[src/rtl/xcvr_mode_pkg.sv]
package xcvr_mode_pkg;
  typedef enum logic [2:0] {
    MD_RESET   = 3'd0,
    MD_SLEEP   = 3'd1,
    MD_STANDBY = 3'd2,
    MD_NORMAL  = 3'd3,
    MD_WAKE    = 3'd4,
    MD_THERMAL = 3'd5
  } xcvr_mode_e;
endpackage

[src/rtl/xcvr_dwell_timer.sv]
module xcvr_dwell_timer #(
  parameter int unsigned CYCLES = 125000
) (
  input  logic clk_i,
  input  logic rst_ni,
  input  logic run_i,
  output logic done_o
);
  localparam int unsigned CW = (CYCLES > 2) ? $clog2(CYCLES) : 1;
  localparam logic [CW-1:0] LAST = CW'(CYCLES - 1);

  logic [CW-1:0] cnt_q;

  assign done_o = run_i && (cnt_q == LAST);

  always_ff @(posedge clk_i or negedge rst_ni) begin
    if (!rst_ni)      cnt_q <= '0;
    else if (!run_i)  cnt_q <= '0;
    else if (!done_o) cnt_q <= cnt_q + 1'b1;
  end
endmodule

[src/rtl/xcvr_baud_gate.sv]
module xcvr_baud_gate #(
  parameter int unsigned TICKS = 33
) (
  input  logic clk_i,
  input  logic rst_ni,
  input  logic clear_i,
  input  logic tick_i,
  output logic ready_o
);
  localparam int unsigned CW = $clog2(TICKS + 1);
  localparam logic [CW-1:0] FULL = CW'(TICKS);

  logic [CW-1:0] cnt_q;

  assign ready_o = (cnt_q == FULL);

  always_ff @(posedge clk_i or negedge rst_ni) begin
    if (!rst_ni)                  cnt_q <= '0;
    else if (clear_i)             cnt_q <= '0;
    else if (tick_i && !ready_o)  cnt_q <= cnt_q + 1'b1;
  end
endmodule

[src/rtl/xcvr_txd_arm.sv]
module xcvr_txd_arm (
  input  logic clk_i,
  input  logic rst_ni,
  input  logic keep_i,
  input  logic txd_i,
  output logic armed_o
);
  // arms on a high txd level, drops whenever the qualifying window closes
  always_ff @(posedge clk_i or negedge rst_ni) begin
    if (!rst_ni)      armed_o <= 1'b0;
    else if (!keep_i) armed_o <= 1'b0;
    else if (txd_i)   armed_o <= 1'b1;
  end
endmodule

[src/rtl/xcvr_mode_ctrl.sv]
module xcvr_mode_ctrl
  import xcvr_mode_pkg::*;
#(
  parameter int unsigned MODE_CHG_CYC = 125000,
  parameter int unsigned BAUD_WAIT    = 33
) (
  input  logic       clk_i,
  input  logic       rst_ni,
  input  logic       sleep_n_i,
  input  logic       sel_slave_i,
  input  logic       txd_i,
  input  logic       ovr_temp_i,
  input  logic       supply_low_i,
  input  logic       baud_tick_i,
  output logic [2:0] mode_o,
  output logic       bus_en_o,
  output logic       tx_en_o,
  output logic       rxd_en_o,
  output logic       clk_en_o,
  output logic       role_err_o
);
  xcvr_mode_e mode_q, mode_d;
  logic role_q, err_q, from_wake_q;
  logic dwell_done, bus_ready, norm_armed, wake_armed;
  logic in_normal, in_latch_mode;

  assign in_normal     = (mode_q == MD_NORMAL);
  assign in_latch_mode = (mode_q == MD_SLEEP) || (mode_q == MD_RESET);

  xcvr_dwell_timer #(.CYCLES(MODE_CHG_CYC)) i_dwell (
    .clk_i  (clk_i),
    .rst_ni (rst_ni),
    .run_i  ((mode_q == MD_STANDBY) && sleep_n_i),
    .done_o (dwell_done)
  );

  xcvr_baud_gate #(.TICKS(BAUD_WAIT)) i_baud (
    .clk_i   (clk_i),
    .rst_ni  (rst_ni),
    .clear_i (!(in_normal || (mode_q == MD_THERMAL))),
    .tick_i  (baud_tick_i && in_normal),
    .ready_o (bus_ready)
  );

  xcvr_txd_arm i_norm_arm (
    .clk_i   (clk_i),
    .rst_ni  (rst_ni),
    .keep_i  (in_normal),
    .txd_i   (txd_i),
    .armed_o (norm_armed)
  );

  xcvr_txd_arm i_wake_arm (
    .clk_i   (clk_i),
    .rst_ni  (rst_ni),
    .keep_i  ((mode_q == MD_SLEEP) || (mode_q == MD_WAKE)),
    .txd_i   (txd_i),
    .armed_o (wake_armed)
  );

  always_comb begin
    mode_d = mode_q;
    if (supply_low_i) begin
      mode_d = MD_RESET;
    end else begin
      unique case (mode_q)
        MD_RESET:   mode_d = sleep_n_i ? MD_STANDBY : MD_SLEEP;
        MD_SLEEP: begin
          if (sleep_n_i)                             mode_d = MD_STANDBY;
          else if (role_q && wake_armed && !txd_i)   mode_d = MD_WAKE;
        end
        MD_STANDBY: begin
          if (!sleep_n_i)      mode_d = MD_SLEEP;
          else if (dwell_done) mode_d = MD_NORMAL;
        end
        MD_NORMAL: begin
          if (!sleep_n_i && txd_i) mode_d = MD_SLEEP;
          else if (ovr_temp_i)     mode_d = MD_THERMAL;
        end
        MD_WAKE: begin
          if (sleep_n_i)       mode_d = MD_STANDBY;
          else if (ovr_temp_i) mode_d = MD_THERMAL;
          else if (txd_i)      mode_d = MD_SLEEP;
        end
        MD_THERMAL: begin
          if (from_wake_q) begin
            if (sleep_n_i)        mode_d = MD_STANDBY;
            else if (!ovr_temp_i) mode_d = MD_SLEEP;
          end else begin
            if (!sleep_n_i)       mode_d = MD_SLEEP;
            else if (!ovr_temp_i) mode_d = MD_NORMAL;
          end
        end
        default:    mode_d = MD_RESET;
      endcase
    end
  end

  always_ff @(posedge clk_i or negedge rst_ni) begin
    if (!rst_ni) begin
      mode_q      <= MD_RESET;
      role_q      <= 1'b0;
      err_q       <= 1'b0;
      from_wake_q <= 1'b0;
    end else begin
      mode_q <= mode_d;
      if (in_latch_mode) role_q <= sel_slave_i;
      if (mode_q == MD_SLEEP)       err_q <= 1'b0;
      else if (mode_q != MD_RESET)  err_q <= err_q | (sel_slave_i != role_q);
      if (mode_d == MD_THERMAL && mode_q != MD_THERMAL)
        from_wake_q <= (mode_q == MD_WAKE);
    end
  end

  always_comb begin
    bus_en_o = 1'b0;
    tx_en_o  = 1'b0;
    rxd_en_o = 1'b0;
    clk_en_o = 1'b0;
    unique case (mode_q)
      MD_SLEEP: begin
        rxd_en_o = !role_q;
        clk_en_o = role_q;
      end
      MD_NORMAL: begin
        bus_en_o = bus_ready;
        tx_en_o  = bus_ready && norm_armed && sleep_n_i;
        rxd_en_o = 1'b1;
        clk_en_o = role_q;
      end
      MD_WAKE: begin
        bus_en_o = 1'b1;
        tx_en_o  = 1'b1;
        clk_en_o = role_q;
      end
      MD_THERMAL: begin
        rxd_en_o = 1'b1;
        clk_en_o = role_q;
      end
      default: ;
    endcase
  end

  assign mode_o     = mode_q;
  assign role_err_o = err_q;
endmodule

[config.mk]
export PLATFORM = sky130hd
export DESIGN_NAME = xcvr_mode_ctrl
export DESIGN_NICKNAME = d
export VERILOG_FILES = /design/src/rtl/xcvr_mode_pkg.sv /design/src/rtl/xcvr_dwell_timer.sv /design/src/rtl/xcvr_baud_gate.sv /design/src/rtl/xcvr_txd_arm.sv /design/src/rtl/xcvr_mode_ctrl.sv
export SDC_FILE = /design/constraint.sdc
export NUM_CORES = 1
export LEC_CHECK = 0
export BUFFER_PORTS_ARGS = -buffer_cell sky130_fd_sc_hd__buf_2
export CORE_ASPECT_RATIO = 0.9
export CORE_MARGIN = 4
export CORE_UTILIZATION = 58
export CTS_CLUSTER_DIAMETER = 60
export CTS_CLUSTER_SIZE = 28
export DETAILED_ROUTE_END_ITERATION = 7
export GPL_ROUTABILITY_DRIVEN = 0
export GPL_TIMING_DRIVEN = 0
export PLACE_DENSITY = 0.78
export SLEW_MARGIN = 20
export SYNTH_ARGS = -nofsm -noshare
export SYNTH_HDL_FRONTEND = slang
export SYNTH_SLANG_ARGS = --single-unit
[constraint.sdc]
create_clock -name clk_i -period 2.95 [get_ports clk_i]
set_clock_uncertainty 0.2 [all_clocks]
set_input_delay 0.1475 -clock clk_i [delete_from_list [all_inputs] [get_ports clk_i]]
set_output_delay 0.1475 -clock clk_i [all_outputs]
set_load 0.02 [all_outputs]
==> metrics.md <==
| Metric | Value |
|---|---|
| Seq. cell area | `776 sq um` |
| Input/output buffers | `15` |
| Final Hold Vio Count | `0` |
| # rows | `18` |
| Reg-to-reg slack, setup | `0.61 ns` |
| Total negative slack | `0 ns` |
| Launch point of the worst reg-to-reg path | `i_dwell.cnt_q[12]` |
| Wire length per cell | `between 10 and 15 microns` |
| WHS Endpoint | `from_wake_q` |
| CTS tree | `done` |
| Share of the synthesized area in the top cell type | `43.9%` |
| Hold depth | `4` |
| Post-DRT Antenna Nets | `0` |
| Critical path type | `flop to flop` |
| PwrDens | `395 nW/um^2` |
| Post-route design area | `1980 sq um` |
| Cell count after synthesis | `186` |
| Cell accounting for the most synthesized area | `dfrtp_1` |
| Worst Tran Pin Value | `0.798 ns` |
| Fill cells | `between 200 and 250` |
| Multi-input gate area | `913 sq um` |
| Clk buf depth | `2` |
| GRT Overall Usage | `roughly 22%` |
| CTS resizes | `0` |
| Most common cell after layout, fill and taps aside | `dfrtp_1` |
| Num ports | `16` |
| Crit path time final | `between 2 and 2.5 ns` |
| Ys Warns | `0` |
| Number of buffers created by CTS | `5` |
| Mapped cell area | `1770 sq um` |
| Core area | `around 2800 sq um` |
| Die Wd | `66.2 microns` |
| Crit path max fanout | `6` |
| Root Driver | `clkbuf_4` |
| Slew headroom | `a little under half` |
| DIE AREA | `3990 sq um` |
| Via count | `roughly 1500` |
| Critical Path RT | `2.96 ns` |
| Reg2reg path depth | `5` |
| CP endpoint kind | `flop` |
| Post-DP Area | `between 1500 and 2000 sq um` |
| Die height | `60.3 microns` |
| Unrepaired setup endpoints after global routing | `false` |
| Worst EP arrival | `2.34 ns` |
| Outcome | `complete, no violations` |
| Hold Crit Class | `primary input to flop` |
| VDD IR max | `272 uV` |
| WHS | `0.0297 ns` |
| Avg Inst Size Synth | `9.49 sq um` |
| H-Tree Depth | `2` |
| Total Power | `0.782 mW` |
| Final setup viols | `0` |
| Clk pin slew, worst setup/hold paths | `0.11 ns` |
| Critical hold path startpoint | `ovr_temp_i` |
| Synth Register Bits | `31` |
| Starting Density | `62.2%` |
| Largest net degree at the start of global routing | `32` |
| Residual DRC count | `0` |
| Maximum clock frequency | `0.428 GHz` |
| Synth unique cells | `46` |
| Fraction of layout cells with a size suffix above 1 | `between 10% and 20%` |
| Fin crit share | `79.2%` |
| Max Slew Vio Count | `0` |
| Post-synthesis sequential area ratio | `43.9%` |
| First-pass GRT wire length | `6660 microns` |
| Vias in the first global route | `1436` |
| Pre-antenna DRT Iters | `4` |
| # diodes | `0` |
| Final Core Density | `69.8%` |
| CTS sink count | `31` |
| R2R Path End | `from_wake_q` |
| Nets | `223` |
| Initial DRC count | `178` |
| Clk_lat worst skew | `0.33 ns` |
| Commonest non-fill, non-tap cells in the layout | `dfrtp_1, nor2_1, buf_2, nand3_1, xor2_1` |
| Top cells by area, synth | `dfrtp_1, xor2_1, nor2_1` |
| Max_cap viols | `0` |
| Via/cell ratio | `5.83` |
| Post-synth net total | `197` |
| Antenna violations before repair | `0` |
| GRT overflow | `0` |
| Critical path launch point type | `flop` |
| Pleak | `just over 0.8 nW` |
| DRT Wirelength | `3740 microns` |
| Synth-to-Final Area Change | `12.2%` |
| HPWL Detailed | `between 2000 and 3000 microns` |
## per-layer routing
metal	GRT usage, %	part of all wire (%)	wire length (microns)	vias up
li1	-	-	-	717
met1	29.1	45	1690	707
met2	36.2	48	1800	47
met3	5.19	5.8	215	4
met4	6.09	0.99	37	0
met5	0	0	0	-
## worst max-delay path by stage
| stage | startpoint | end |
|---|---|---|
| finish | i_dwell.cnt_q[12] | from_wake_q |
| global route | i_dwell.cnt_q[12] | from_wake_q |
| CTS | i_dwell.cnt_q[12] | from_wake_q |
| detailed placement | i_dwell.cnt_q[12] | from_wake_q |
| global placement | i_dwell.cnt_q[12] | from_wake_q |
| floorplan | i_dwell.cnt_q[12] | from_wake_q |
## registers in the layout (all words and copies together) (netlist names)
signal,cells
i_baud.cnt_q,6
i_norm_arm.armed_o,1
role_q,1
role_err_o,1
i_dwell.cnt_q,17
i_wake_arm.armed_o,1
mode_o,3
from_wake_q,1
## area by class of cell
cell class,instances,share of cell area [%]
multi-input cells,141,46.1
flip-flops and latches,31,39.2
repair buffers,19,5.81
plain buffers,8,2.72
well taps,40,2.53
clock buffers,7,2.27
inverters,6,1.14
clock inverters,1,0.253
## cell usage after synthesis, drive strengths merged
master and instances:
a2111oi 4, a211oi 2, a21boi 1, a21o 1, a21oi 9, a311oi 1
a31oi 1, and2 3, and2b 1, and3 5, and3b 2, and4 1
and4b 1, clkbuf 8, dfrtp 31, ha 3, inv 6, mux2 1
nand2 10, nand2b 3, nand3 13, nand3b 2, nand4 7, nor2 22
nor2b 2, nor3 3, nor3b 1, nor4 2, o21ai 8, o21bai 1
o22ai 2, o2bb2ai 1, o32ai 1, or3 6, or4 2, or4b 1
xnor2 7, xor2 11
## where the power goes
group	internal (mW)	switching, mW
Clock	0.0928	0.141
Sequential	0.437	0.0157
Combinational	0.0373	0.0576
Total	0.567	0.214
## what timing repair did
action / CTS / global route
endpoints found under the setup margin: 0 / 0
hold buffers: 4 / 0
endpoints found under the hold margin: 39 / 0
setup buffers: 0 / 0
## kinds of logic (layout without fill, tap and decap cells)
| kind of cell | count (synthesis) | count (layout) | synth area share (%) |
|---|---|---|---|
| multiplexers | 1 | 1 | 0.638 |
| adder cells (fa/ha/maj) | 3 | 3 | 2.13 |
| buffers and inverters | 14 | 41 | 4.32 |
| XOR/XNOR | 18 | 18 | 8.93 |
| flip-flops | 31 | 31 | 43.9 |
| AND/OR/NAND/NOR | 87 | 87 | 28.2 |
| AO/OA/AOI/OAI | 32 | 32 | 11.8 |
## critical path, cell delays in order, from the launching register on
cell,delay [ns]
dfrtp_1,0.45
or4b_4,0.57
nor4_4,0.36
nand4_2,0.17
a2111oi_2,0.38
o21ai_1,0.10
## stage by stage
step,instances,worst slack (ns)
6_report,253,0.613
5_1_grt,253,0.446
4_1_cts,253,0.623
3_5_place_dp,241,0.653
3_3_place_gp,241,0.669
2_1_floorplan,186,0.778
No activity file was read; power rests on OpenSTA's default activity.
